[src/rtl/cnext_pkg.sv]
package cnext_pkg;

  localparam int DATA_W  = 32;
  localparam int LANES   = 3;   // byte, word, longword
  localparam int SIZE_W  = 2;
  localparam int OP_W    = 3;

  typedef enum logic [OP_W-1:0] {
    OP_CMP  = 3'd0,
    OP_NEG  = 3'd1,
    OP_EXTU = 3'd2,
    OP_EXTS = 3'd3,
    OP_TAS  = 3'd4
  } op_e;

  typedef enum logic [SIZE_W-1:0] {
    SZ_BYTE = 2'd0,
    SZ_WORD = 2'd1,
    SZ_LONG = 2'd2,
    SZ_BAD  = 2'd3
  } size_e;

  typedef struct packed {
    logic n;
    logic z;
    logic v;
    logic c;
  } flags_t;

  function automatic logic [DATA_W-1:0] size_mask(input logic [SIZE_W-1:0] s);
    case (s)
      2'd0:    return 32'h0000_00FF;
      2'd1:    return 32'h0000_FFFF;
      default: return 32'hFFFF_FFFF;
    endcase
  endfunction

  function automatic logic [DATA_W-1:0] size_top(input logic [SIZE_W-1:0] s);
    case (s)
      2'd0:    return 32'h0000_0080;
      2'd1:    return 32'h0000_8000;
      default: return 32'h8000_0000;
    endcase
  endfunction

endpackage

[src/rtl/cnext_sub.sv]
module cnext_sub
  import cnext_pkg::*;
(
  input  logic [DATA_W-1:0] minuend,
  input  logic [DATA_W-1:0] subtrahend,
  input  logic [SIZE_W-1:0] size,
  output logic [DATA_W-1:0] diff,
  output logic              dn,
  output logic              dz,
  output logic              dv,
  output logic              dc
);

  logic [DATA_W-1:0] lane_d [LANES];
  logic [LANES-1:0]  lane_c;
  logic [LANES-1:0]  lane_v;
  logic [LANES-1:0]  lane_n;

  for (genvar g = 0; g < LANES; g++) begin : g_lane
    localparam int W = 8 << g;
    logic [W:0] d;
    assign d         = {1'b0, minuend[W-1:0]} - {1'b0, subtrahend[W-1:0]};
    assign lane_d[g] = DATA_W'(d[W-1:0]);
    assign lane_c[g] = d[W];
    assign lane_n[g] = d[W-1];
    assign lane_v[g] = (minuend[W-1] ^ subtrahend[W-1]) & (minuend[W-1] ^ d[W-1]);
  end

  logic [1:0] sel;
  assign sel = (size == 2'd0) ? 2'd0 : (size == 2'd1) ? 2'd1 : 2'd2;

  assign diff = lane_d[sel];
  assign dn   = lane_n[sel];
  assign dc   = lane_c[sel];
  assign dv   = lane_v[sel];
  assign dz   = (lane_d[sel] == '0);

endmodule

[src/rtl/cnext_ext.sv]
module cnext_ext
  import cnext_pkg::*;
(
  input  logic [DATA_W-1:0] opa,
  input  logic [SIZE_W-1:0] dst_size,
  input  logic              src_word,
  input  logic              sign_fill,
  output logic [DATA_W-1:0] ext_res,
  output logic              legal,
  output logic              en,
  output logic              ez
);

  logic [DATA_W-1:0] src_mask;
  logic [DATA_W-1:0] low;
  logic [DATA_W-1:0] filled;
  logic [DATA_W-1:0] dmask;
  logic              src_top;

  assign src_mask = src_word ? 32'h0000_FFFF : 32'h0000_00FF;
  assign src_top  = src_word ? opa[15] : opa[7];
  assign low      = opa & src_mask;
  assign filled   = (sign_fill && src_top) ? (low | ~src_mask) : low;
  assign dmask    = size_mask(dst_size);

  assign legal   = (dst_size == SZ_LONG) || (dst_size == SZ_WORD && !src_word);
  assign ext_res = (opa & ~dmask) | (filled & dmask);
  assign en      = |(filled & size_top(dst_size));
  assign ez      = ((filled & dmask) == '0);

endmodule

[src/rtl/cnext_tas.sv]
module cnext_tas (
  input  logic [7:0] byte_in,
  output logic [7:0] byte_out,
  output logic       tn,
  output logic       tz
);

  assign byte_out = {1'b1, byte_in[6:0]};
  assign tn       = byte_in[7];
  assign tz       = (byte_in == 8'h00);

endmodule

[src/rtl/cnext_unit.sv]
module cnext_unit
  import cnext_pkg::*;
(
  input  logic              clk,
  input  logic              rst_n,
  input  logic              in_valid,
  output logic              in_ready,
  input  logic [2:0]        in_op,
  input  logic [1:0]        in_size,
  input  logic              in_src_word,
  input  logic [31:0]       in_opa,
  input  logic [31:0]       in_opb,
  output logic              out_valid,
  input  logic              out_ready,
  output logic [31:0]       res_data,
  output logic              res_we,
  output logic              flag_n,
  output logic              flag_z,
  output logic              flag_v,
  output logic              flag_c
);

  flags_t            flags_q;
  flags_t            nxt_flags;
  logic [DATA_W-1:0] nxt_res;
  logic              nxt_we;
  logic              accept;

  // shared subtractor: compare (a - b) and negate (0 - a)
  logic              is_neg;
  logic [DATA_W-1:0] sub_x;
  logic [DATA_W-1:0] sub_y;
  logic [DATA_W-1:0] sub_d;
  logic              sub_n, sub_z, sub_v, sub_c;

  assign is_neg = (in_op == OP_NEG);
  assign sub_x  = is_neg ? '0 : in_opa;
  assign sub_y  = is_neg ? in_opa : in_opb;

  cnext_sub u_sub (
    .minuend    (sub_x),
    .subtrahend (sub_y),
    .size       (in_size),
    .diff       (sub_d),
    .dn         (sub_n),
    .dz         (sub_z),
    .dv         (sub_v),
    .dc         (sub_c)
  );

  logic [DATA_W-1:0] ext_res;
  logic              ext_legal, ext_n, ext_z;

  cnext_ext u_ext (
    .opa       (in_opa),
    .dst_size  (in_size),
    .src_word  (in_src_word),
    .sign_fill (in_op == OP_EXTS),
    .ext_res   (ext_res),
    .legal     (ext_legal),
    .en        (ext_n),
    .ez        (ext_z)
  );

  logic [7:0] tas_byte;
  logic       tas_n, tas_z;

  cnext_tas u_tas (
    .byte_in  (in_opa[7:0]),
    .byte_out (tas_byte),
    .tn       (tas_n),
    .tz       (tas_z)
  );

  logic [DATA_W-1:0] cur_mask;
  logic              size_ok;
  assign cur_mask = size_mask(in_size);
  assign size_ok  = (in_size != SZ_BAD);

  always_comb begin
    nxt_res   = in_opa;
    nxt_we    = 1'b0;
    nxt_flags = flags_q;
    case (in_op)
      OP_CMP: begin
        if (size_ok) nxt_flags = '{n: sub_n, z: sub_z, v: sub_v, c: sub_c};
      end
      OP_NEG: begin
        if (size_ok) begin
          nxt_res   = (in_opa & ~cur_mask) | (sub_d & cur_mask);
          nxt_we    = 1'b1;
          nxt_flags = '{n: sub_n, z: sub_z, v: sub_v, c: sub_c};
        end
      end
      OP_EXTU, OP_EXTS: begin
        if (ext_legal) begin
          nxt_res   = ext_res;
          nxt_we    = 1'b1;
          nxt_flags = '{n: ext_n, z: ext_z, v: 1'b0, c: flags_q.c};
        end
      end
      OP_TAS: begin
        nxt_res   = {in_opa[31:8], tas_byte};
        nxt_we    = 1'b1;
        nxt_flags = '{n: tas_n, z: tas_z, v: 1'b0, c: flags_q.c};
      end
      default: ;
    endcase
  end

  assign in_ready = !out_valid || out_ready;
  assign accept   = in_valid && in_ready;

  always_ff @(posedge clk) begin
    if (!rst_n) begin
      out_valid <= 1'b0;
      res_data  <= '0;
      res_we    <= 1'b0;
      flags_q   <= '0;
    end else if (accept) begin
      out_valid <= 1'b1;
      res_data  <= nxt_res;
      res_we    <= nxt_we;
      flags_q   <= nxt_flags;
    end else if (out_ready) begin
      out_valid <= 1'b0;
    end
  end

  assign flag_n = flags_q.n;
  assign flag_z = flags_q.z;
  assign flag_v = flags_q.v;
  assign flag_c = flags_q.c;


  stall_hold_chk: assert property (@(posedge clk) disable iff (!rst_n)
    (out_valid && !out_ready) |=> (out_valid && $stable(res_data) && $stable(res_we) && $stable(flags_q)));


  cmp_nowrite_chk: assert property (@(posedge clk) disable iff (!rst_n)
    (accept && in_op == OP_CMP) |=> !res_we);


  neg_min_chk: assert property (@(posedge clk) disable iff (!rst_n)
    (accept && in_op == OP_NEG && in_size == SZ_BYTE && in_opa[7:0] == 8'h80)
      |=> (flag_v && flag_n && res_data[7:0] == 8'h80));


  ext_keep_c_chk: assert property (@(posedge clk) disable iff (!rst_n)
    (accept && (in_op == OP_EXTU || in_op == OP_EXTS)) |=> (flag_c == $past(flag_c)));


  ext_clear_v_chk: assert property (@(posedge clk) disable iff (!rst_n)
    (accept && (in_op == OP_EXTU || in_op == OP_EXTS) && ext_legal) |=> !flag_v);


  tas_bit7_chk: assert property (@(posedge clk) disable iff (!rst_n)
    (accept && in_op == OP_TAS) |=> (res_we && res_data[7]));


  bad_op_chk: assert property (@(posedge clk) disable iff (!rst_n)
    (accept && in_op > 3'd4) |=> (!res_we && $stable(flags_q)));

endmodule

[config.mk]
export PLATFORM = sky130hd
export DESIGN_NAME = cnext_unit
export DESIGN_NICKNAME = d
export VERILOG_FILES = /design/src/rtl/cnext_pkg.sv /design/src/rtl/cnext_sub.sv /design/src/rtl/cnext_ext.sv /design/src/rtl/cnext_tas.sv /design/src/rtl/cnext_unit.sv
export SDC_FILE = /design/constraint.sdc
export NUM_CORES = 1
export LEC_CHECK = 0
export CORE_MARGIN = 2
export CORE_UTILIZATION = 47
export DETAILED_ROUTE_END_ITERATION = 8
export GPL_TIMING_DRIVEN = 0
export PLACE_DENSITY = 0.78
export SYNTH_ARGS = -nofsm -noshare
export SYNTH_HDL_FRONTEND = slang
export SYNTH_SLANG_ARGS = --single-unit
[constraint.sdc]
create_clock -name clk -period 5.9 [get_ports clk]
set_clock_uncertainty 0.1 [all_clocks]
set_input_delay 1.18 -clock clk [delete_from_list [all_inputs] [get_ports clk]]
set_output_delay 1.18 -clock clk [all_outputs]
set_load 0.02 [all_outputs]
Word level (Yosys, flattened, before mapping)
Index checks and enable logic that the tools add are counted.
{"block": "op_classes", "add_sub_neg": 3, "n_eq_ne": 9, "reduce_logical": 19, "muxes": 29, "order_cmp": 2, "n_bitwise": 22}
{"op": "2-to-1 mux 32 bit", "count": 7}
{"op": "AND 32 bit", "count": 5}
{"op": "one-hot mux 32 bit (2 select lines)", "count": 2}
{"op": "bitwise OR 32 bit", "count": 3}
{"op": "one-hot mux 32 bit (3 select lines)", "count": 1}
{"op": "binary-select mux 32 bit (select 2 bit)", "count": 1}
{"op": "logical NOT 32 bit", "count": 2}
{"op": "NOT 32 bit", "count": 2}
{"op": "subtractor 32 x 32 -> 33 bit", "count": 1}
{"op": "OR reduction 32 bit", "count": 1}
{"op": "subtractor 16 x 16 -> 17 bit", "count": 1}
{"op": "2-to-1 mux 16 bit", "count": 1}
{"op": "one-hot mux 4 bit (3 select lines)", "count": 1}
{"op": "subtractor 8 x 8 -> 9 bit", "count": 1}
{"op": "logical NOT 8 bit", "count": 1}
{"op": "2-to-1 mux 1 bit", "count": 8}
{"op": "2-to-1 mux 4 bit", "count": 2}
{"op": "binary-select mux 1 bit (select 2 bit)", "count": 3}
{"op": "== test 3 x 2 -> 1 bit (second input constant)", "count": 2}
{"op": "bitwise XOR 1 bit", "count": 6}
{"op": "AND reduction 5 bit", "count": 1}
{"op": "2-to-1 mux 2 bit", "count": 2}
{"op": "!= test 2 bit (second input constant)", "count": 2}
{"op": "AND reduction 4 bit", "count": 1}
{"op": "19 further kinds", "count": 27}
{"block": "word_totals", "out_inout_bits": 39, "register_bits": 38, "wordCells": 91}

Logic depth before layout (Yosys ltp)
{"block": "depth", "ltp_word": 11, "depth_mapped": 18, "mapped_depth_nobuf": 16}

By module
Synthesis repeated with hierarchy kept, for this count alone.
{"block": "unflattened", "cells_unflattened": 745, "area_unflattened_um2": 5530.3}
{"mod": "cnext_unit", "cells_per_inst": 317, "n_inst": 1, "area_each_um2": 2696.3}
{"mod": "cnext_sub", "cells_per_inst": 343, "n_inst": 1, "area_each_um2": 2306.0}
{"mod": "cnext_ext", "cells_per_inst": 72, "n_inst": 1, "area_each_um2": 437.9}
{"mod": "cnext_tas", "cells_per_inst": 13, "n_inst": 1, "area_each_um2": 90.1}

Least setup slack after synthesis
OpenSTA, ideal clock, no wires.
{"block": "synth_timing", "path_kind": "input-to-reg", "startpoint": "input in_op[1]", "endpoint": "register flags_q, in the netlist flag_z", "stages": 18, "required_ns": 5.716, "t_arrival_ns": 5.381, "setup_slack_ns": 0.335, "n_path_buf": 3, "cell_sequence": "buf_2 nor3b_2 clkbuf_1 clkbuf_1 nand2_1 nand2_1 ha_1 inv_1 fa_1 a21o_1 a221oi_4 o211ai_2 a21o_1 o21ai_2 xnor2_1 or4_1 or4b_1 o31ai_2"}
{"block": "synth_via", "elab_chain_len": 9, "word_cells_on_any_way": 27, "cone_classes": "add/sub: 3; eq/ne: 6; mux: 9; bitwise: 1; reduce/logical: 8"}
{"element": "start: declaration", "line_no": "cnext_unit.sv:8", "rtl": "input logic [2:0] in_op,"}
{"element": "== test 3 x 1 -> 1 bit", "line_no": "cnext_unit.sv:36, cnext_unit.sv:84"}
{"element": "2-to-1 mux 32 bit (on tied branches)", "line_no": "cnext_unit.sv:37, cnext_unit.sv:38"}
{"element": "subtractor 32 x 32 -> 33 bit, or another cell as far along", "line_no": "cnext_sub.sv:22", "rtl": "assign d = {1'b0, minuend[W-1:0]} - {1'b0, subtrahend[W-1:0]};"}
{"element": "binary-select mux 32 bit (select 2 bit)", "line_no": "cnext_sub.sv:36", "rtl": "assign dz = (lane_d[sel] == '0);"}
{"element": "2-to-1 mux 32 bit (implied by the code) (2 in a row)", "line_no": "cnext_sub.sv:36"}
{"element": "logical NOT 32 bit", "line_no": "cnext_sub.sv:36"}
{"element": "2-to-1 mux 4 bit", "line_no": "cnext_unit.sv:86, cnext_unit.sv:89"}
{"element": "one-hot mux 4 bit (3 select lines)", "line_no": "cnext_unit.sv:84", "rtl": "case (in_op)"}
{"element": "end signal: assignment", "line_no": "cnext_unit.sv:124", "rtl": "flags_q <= nxt_flags;"}
{"element": "end: declaration", "line_no": "cnext_unit.sv:23", "rtl": "flags_t flags_q;"}
Several ways; a longest one is shown, not always the timed one. The select of a mux whose other input is x is not followed.
A chain may end at the register's enable or synchronous reset.

Worst setup path in the final report
{"block": "layout_timing", "startpoint": "input in_op[2]", "endpoint": "register flags_q, in the netlist flag_z"}
Same word-level chain as after synthesis.

==> flow_summary.yaml <==
outcome:
  outcome: "finished, final reports clean"
synth:
  synth_fa_ha_area_share_pct: 8.93
  synth_compound_area_share_pct: 33.6
  synth_ff_type: "dfxtp_1"
  ys_async_sr_fraction_pct: 0
  synth_edf_count: 0
  synth_xor_area_share_pct: 4.88
  synth_area_sq_um: 4850
  avgSynthCellArea_sq_um: 7.17
  yosysMostFrequentCell: "nand2_1"
  yosys-top-cells-count: "nand2_1 (72), a21oi_1 (64), o21ai_0 (50)"
  synth_top_area_share_pct: 15.7
  yosysSeqAreaShare_pct: 15.7
  synth_area_leader_cell: "dfxtp_1"
  synth.area.top_cells: "dfxtp_1 (16%), ha_1 (8.5%), mux2i_1 (7.2%), a21oi_1 (6.6%), nand2_1 (5.6%)"
  synth-simple-area-share_pct: 24.9
  synth_top_family_by_area: "compound AO/OA/AOI/OAI gates"
  ys_seq_elements: 38
  yosysWarnings: 0
  synth_cell_type_count: 66
  synthCells: 676
  synth.net_count: 784
  synth_mux_area_share_pct: 7.46
floorplanning:
  io_pins: 113
  fp-row-count: 37
  dieArea_sq_um: 11100
  core-area_sq_um: 10200
  initial_core_util_pct: 47.6
  die_y_microns: 106
  die_x_microns: 106
sta:
  fin_crit_ns: 5.66
  hold_viol: 0
  final-max-slew-violation-count: 0
  whs_ns: 0.361
  relSlewSlack_pct: 31.6
  max_freq_mhz: 177
  tightest_slew_ns: 1.02
  fin_tns_setup_ns: 0
  fin_crit_sh_pct: 96.0
  final-setup-viol-count: 0
  rsz0062_at_grt: "false"
pwr:
  ir_drop_mv: 0.130
  p_sw_mw: 0.478
  p_clk_share_pct: 16.4
  p_int_mw: 0.635
  powerDensity_nw_per_um2: 176
  seqPwrFrac_pct: 25.7
  p_leak_nw: 2.51
  power_frac_comb_pct: 57.9
  p_sw_share_pct: 42.9
global_routing:
  grt_usage_pct: 32.4
  grt_start_max_net_pins: 12
  antenna_found_initial: 0
  grt_pass1_vias: 5349
  overflow: 0
  grt_pass1_wl_microns: 28900
route:
  drc_errors: 0
  wl_per_cell_microns: 19.5
  vias_per_cell: 6.11
  via_count: 5701
  drt_first_iter_violations: 381
  drt-total-wl_microns: 18200
  ant_nets: 0
  firstDrtPassIters: 5
finish:
  final_layout_size_suffix_gt1_share_pct: 5.65
  final_nets: 904
  nFillCells: 962
  post-route-util_pct: 62.1
  diodes: 0
  areaGrowthSynthToFinish_pct: 30.5
critical_path:
  crit_type: "primary input to flip-flop"
  r2r_slack_ns: 3.21
  worst_ep_arrival_time_ns: 5.77
  reg2reg_depth: 9
  cp_num_cells: 19
  cp_top_family: "simple AND/OR/NAND/NOR gates"
  end_kind: "flip-flop"
  critical_path.slowest_cell: "or4b_1"
  critPathMaxStageDelay_ns: 0.56
  r2r_end: "flag_z"
  cp.required_ns: 6.00
  reg2reg_from: "out_valid"
  setup.worst_path.start: "in_op[2]"
  cp_num_buf_inv: 5
  crit_end: "flag_z"
  path_cells: "clkdlybuf4s50_1 > nor3b_4 > clkbuf_4 > clkbuf_8 > nand2_1 > nand2_1 > ha_1 > inv_1 > fa_1 > a21o_1 > a221oi_4 > buf_4 > o211ai_2 > a21o_1 > o21ai_2 > xnor2_1 > or4_1 > or4b_1 > o31ai_2"
  start_kind: "primary input"
  crit_path_max_fanout: 10
clock_tree:
  cts.clk_slew.worst_paths_ns: 0.08
  cts_hold_buf: 0
  cts-root-buf: "clkbuf_8"
  h-tree-depth: 2
  cts.path.max_buffers: 2
  clkLatencyLatePin_ns: 0.28
  cts_sinks: 38
  numCtsBuffers: 5
  cts_tree: "done"
place:
  port_buffers: 110
  routabilityCongestion: 0.936
  post-dp-hpwl_microns: 15000
flow_run:
  maxCapViolCount: 0
min_path:
  hold_class: "flip-flop to flip-flop"
  hp-start: "res_data[26]"
==> cell type report <==
class                   count  area [sq um]  area share [%]
flip-flops and latches     38           761            12.0
plain buffers              38           193            3.05
clock inverters             1          5.00          0.0791
multi-input cells         583          3910            61.9
repair buffers            115          1140            18.0
well taps                 136           170            2.69
inverters                  15          56.3           0.890
clock buffers               7          86.3            1.36
==> layout by cell type, fill, tap and decap left out, types with 11 or more instances in the layout <==
| cell type | Yosys | routed |
|---|---|---|
| a221oi_1 | 11 | 11 |
| nand2b_1 | 15 | 15 |
| o21ai_0 | 50 | 49 |
| o21a_1 | 12 | 12 |
| a21o_1 | 16 | 16 |
| dfxtp_1 | 38 | 38 |
| mux2i_1 | 35 | 35 |
| nand2_1 | 72 | 71 |
| ha_1 | 33 | 33 |
| clkbuf_1 | 27 | 22 |
| nor2_1 | 48 | 48 |
| a31oi_1 | 13 | 13 |
| inv_1 | 14 | 14 |
| xnor2_1 | 21 | 21 |
| nor2b_1 | 35 | 35 |
| a21oi_1 | 64 | 64 |
| nand3_1 | 17 | 17 |
| clkdlybuf4s50_1 | 0 | 109 |
==> flip-flops by register name, summed over array words and instances (netlist names) <==
signal     cells
flag_c         1
flag_n         1
res_data      32
res_we         1
flag_v         1
out_valid      1
flag_z         1
==> metrics by stage <==
step                      cell area, sq um  total power [mW]  setup WS, ns  cells
after floorplan                       4850             0.688         0.335    676
after global placement                6120             0.898         -1.56    922
after detailed placement              6120             0.907         -1.50    922
after CTS                             6270              1.09       0.00102    932
after global routing                  6330              1.18       0.00473    933
final                                 6330              1.11         0.236    933
==> metal layers <==
layer	vias to the layer above	GRT usage [%]	wire (microns)	share of wire [%]
li1	2761	-	-	-
met5	-	0	0	0
met4	0	8.55	326	1.8
met2	262	51.2	8040	44
met3	24	4.33	1460	8.1
met1	2654	46.3	8320	46
==> worst min path at each step <==
stage / slack, ns / to / cells past startpoint
3_5_place_dp: 0.36 / res_data[26] / 2
5_1_grt: 0.38 / res_data[26] / 2
3_3_place_gp: 0.34 / res_data[2] / 2
6_report: 0.36 / res_data[26] / 2
2_1_floorplan: 0.43 / res_data[2] / 2
4_1_cts: 0.37 / res_data[26] / 2
==> power groups by stage <==
stage	logic [mW]	clock network, mW	registers, mW
6_report	0.644	0.183	0.286
4_1_cts	0.623	0.181	0.286
5_1_grt	0.698	0.196	0.288
3_5_place_dp	0.615	0	0.292
2_1_floorplan	0.375	0	0.314
3_3_place_gp	0.608	0	0.290
==> repair_timing <==
| item | in CTS | in global routing |
|---|---|---|
| setup buffers | 2 | 3 |
| resized for setup | 15 | 12 |
| pin swaps | 1 | 3 |
| endpoints found under the setup margin | 22 | 4 |
==> kinds of logic after synthesis <==
logic type | count (synthesis)
flip-flops | 38
adder cells (fa/ha/maj) | 34
AND/OR/NAND/NOR | 241
XOR/XNOR | 27
buffers and inverters | 55
AO/OA/AOI/OAI | 245
multiplexers | 36
==> tightest hold or removal path: stages, from the launching register on <==
cell	delay, ns
dfxtp_1	0.31
nand2_1	0.05
a21boi_0	0.06
Note: power is estimated with default switching activity, not from simulation.
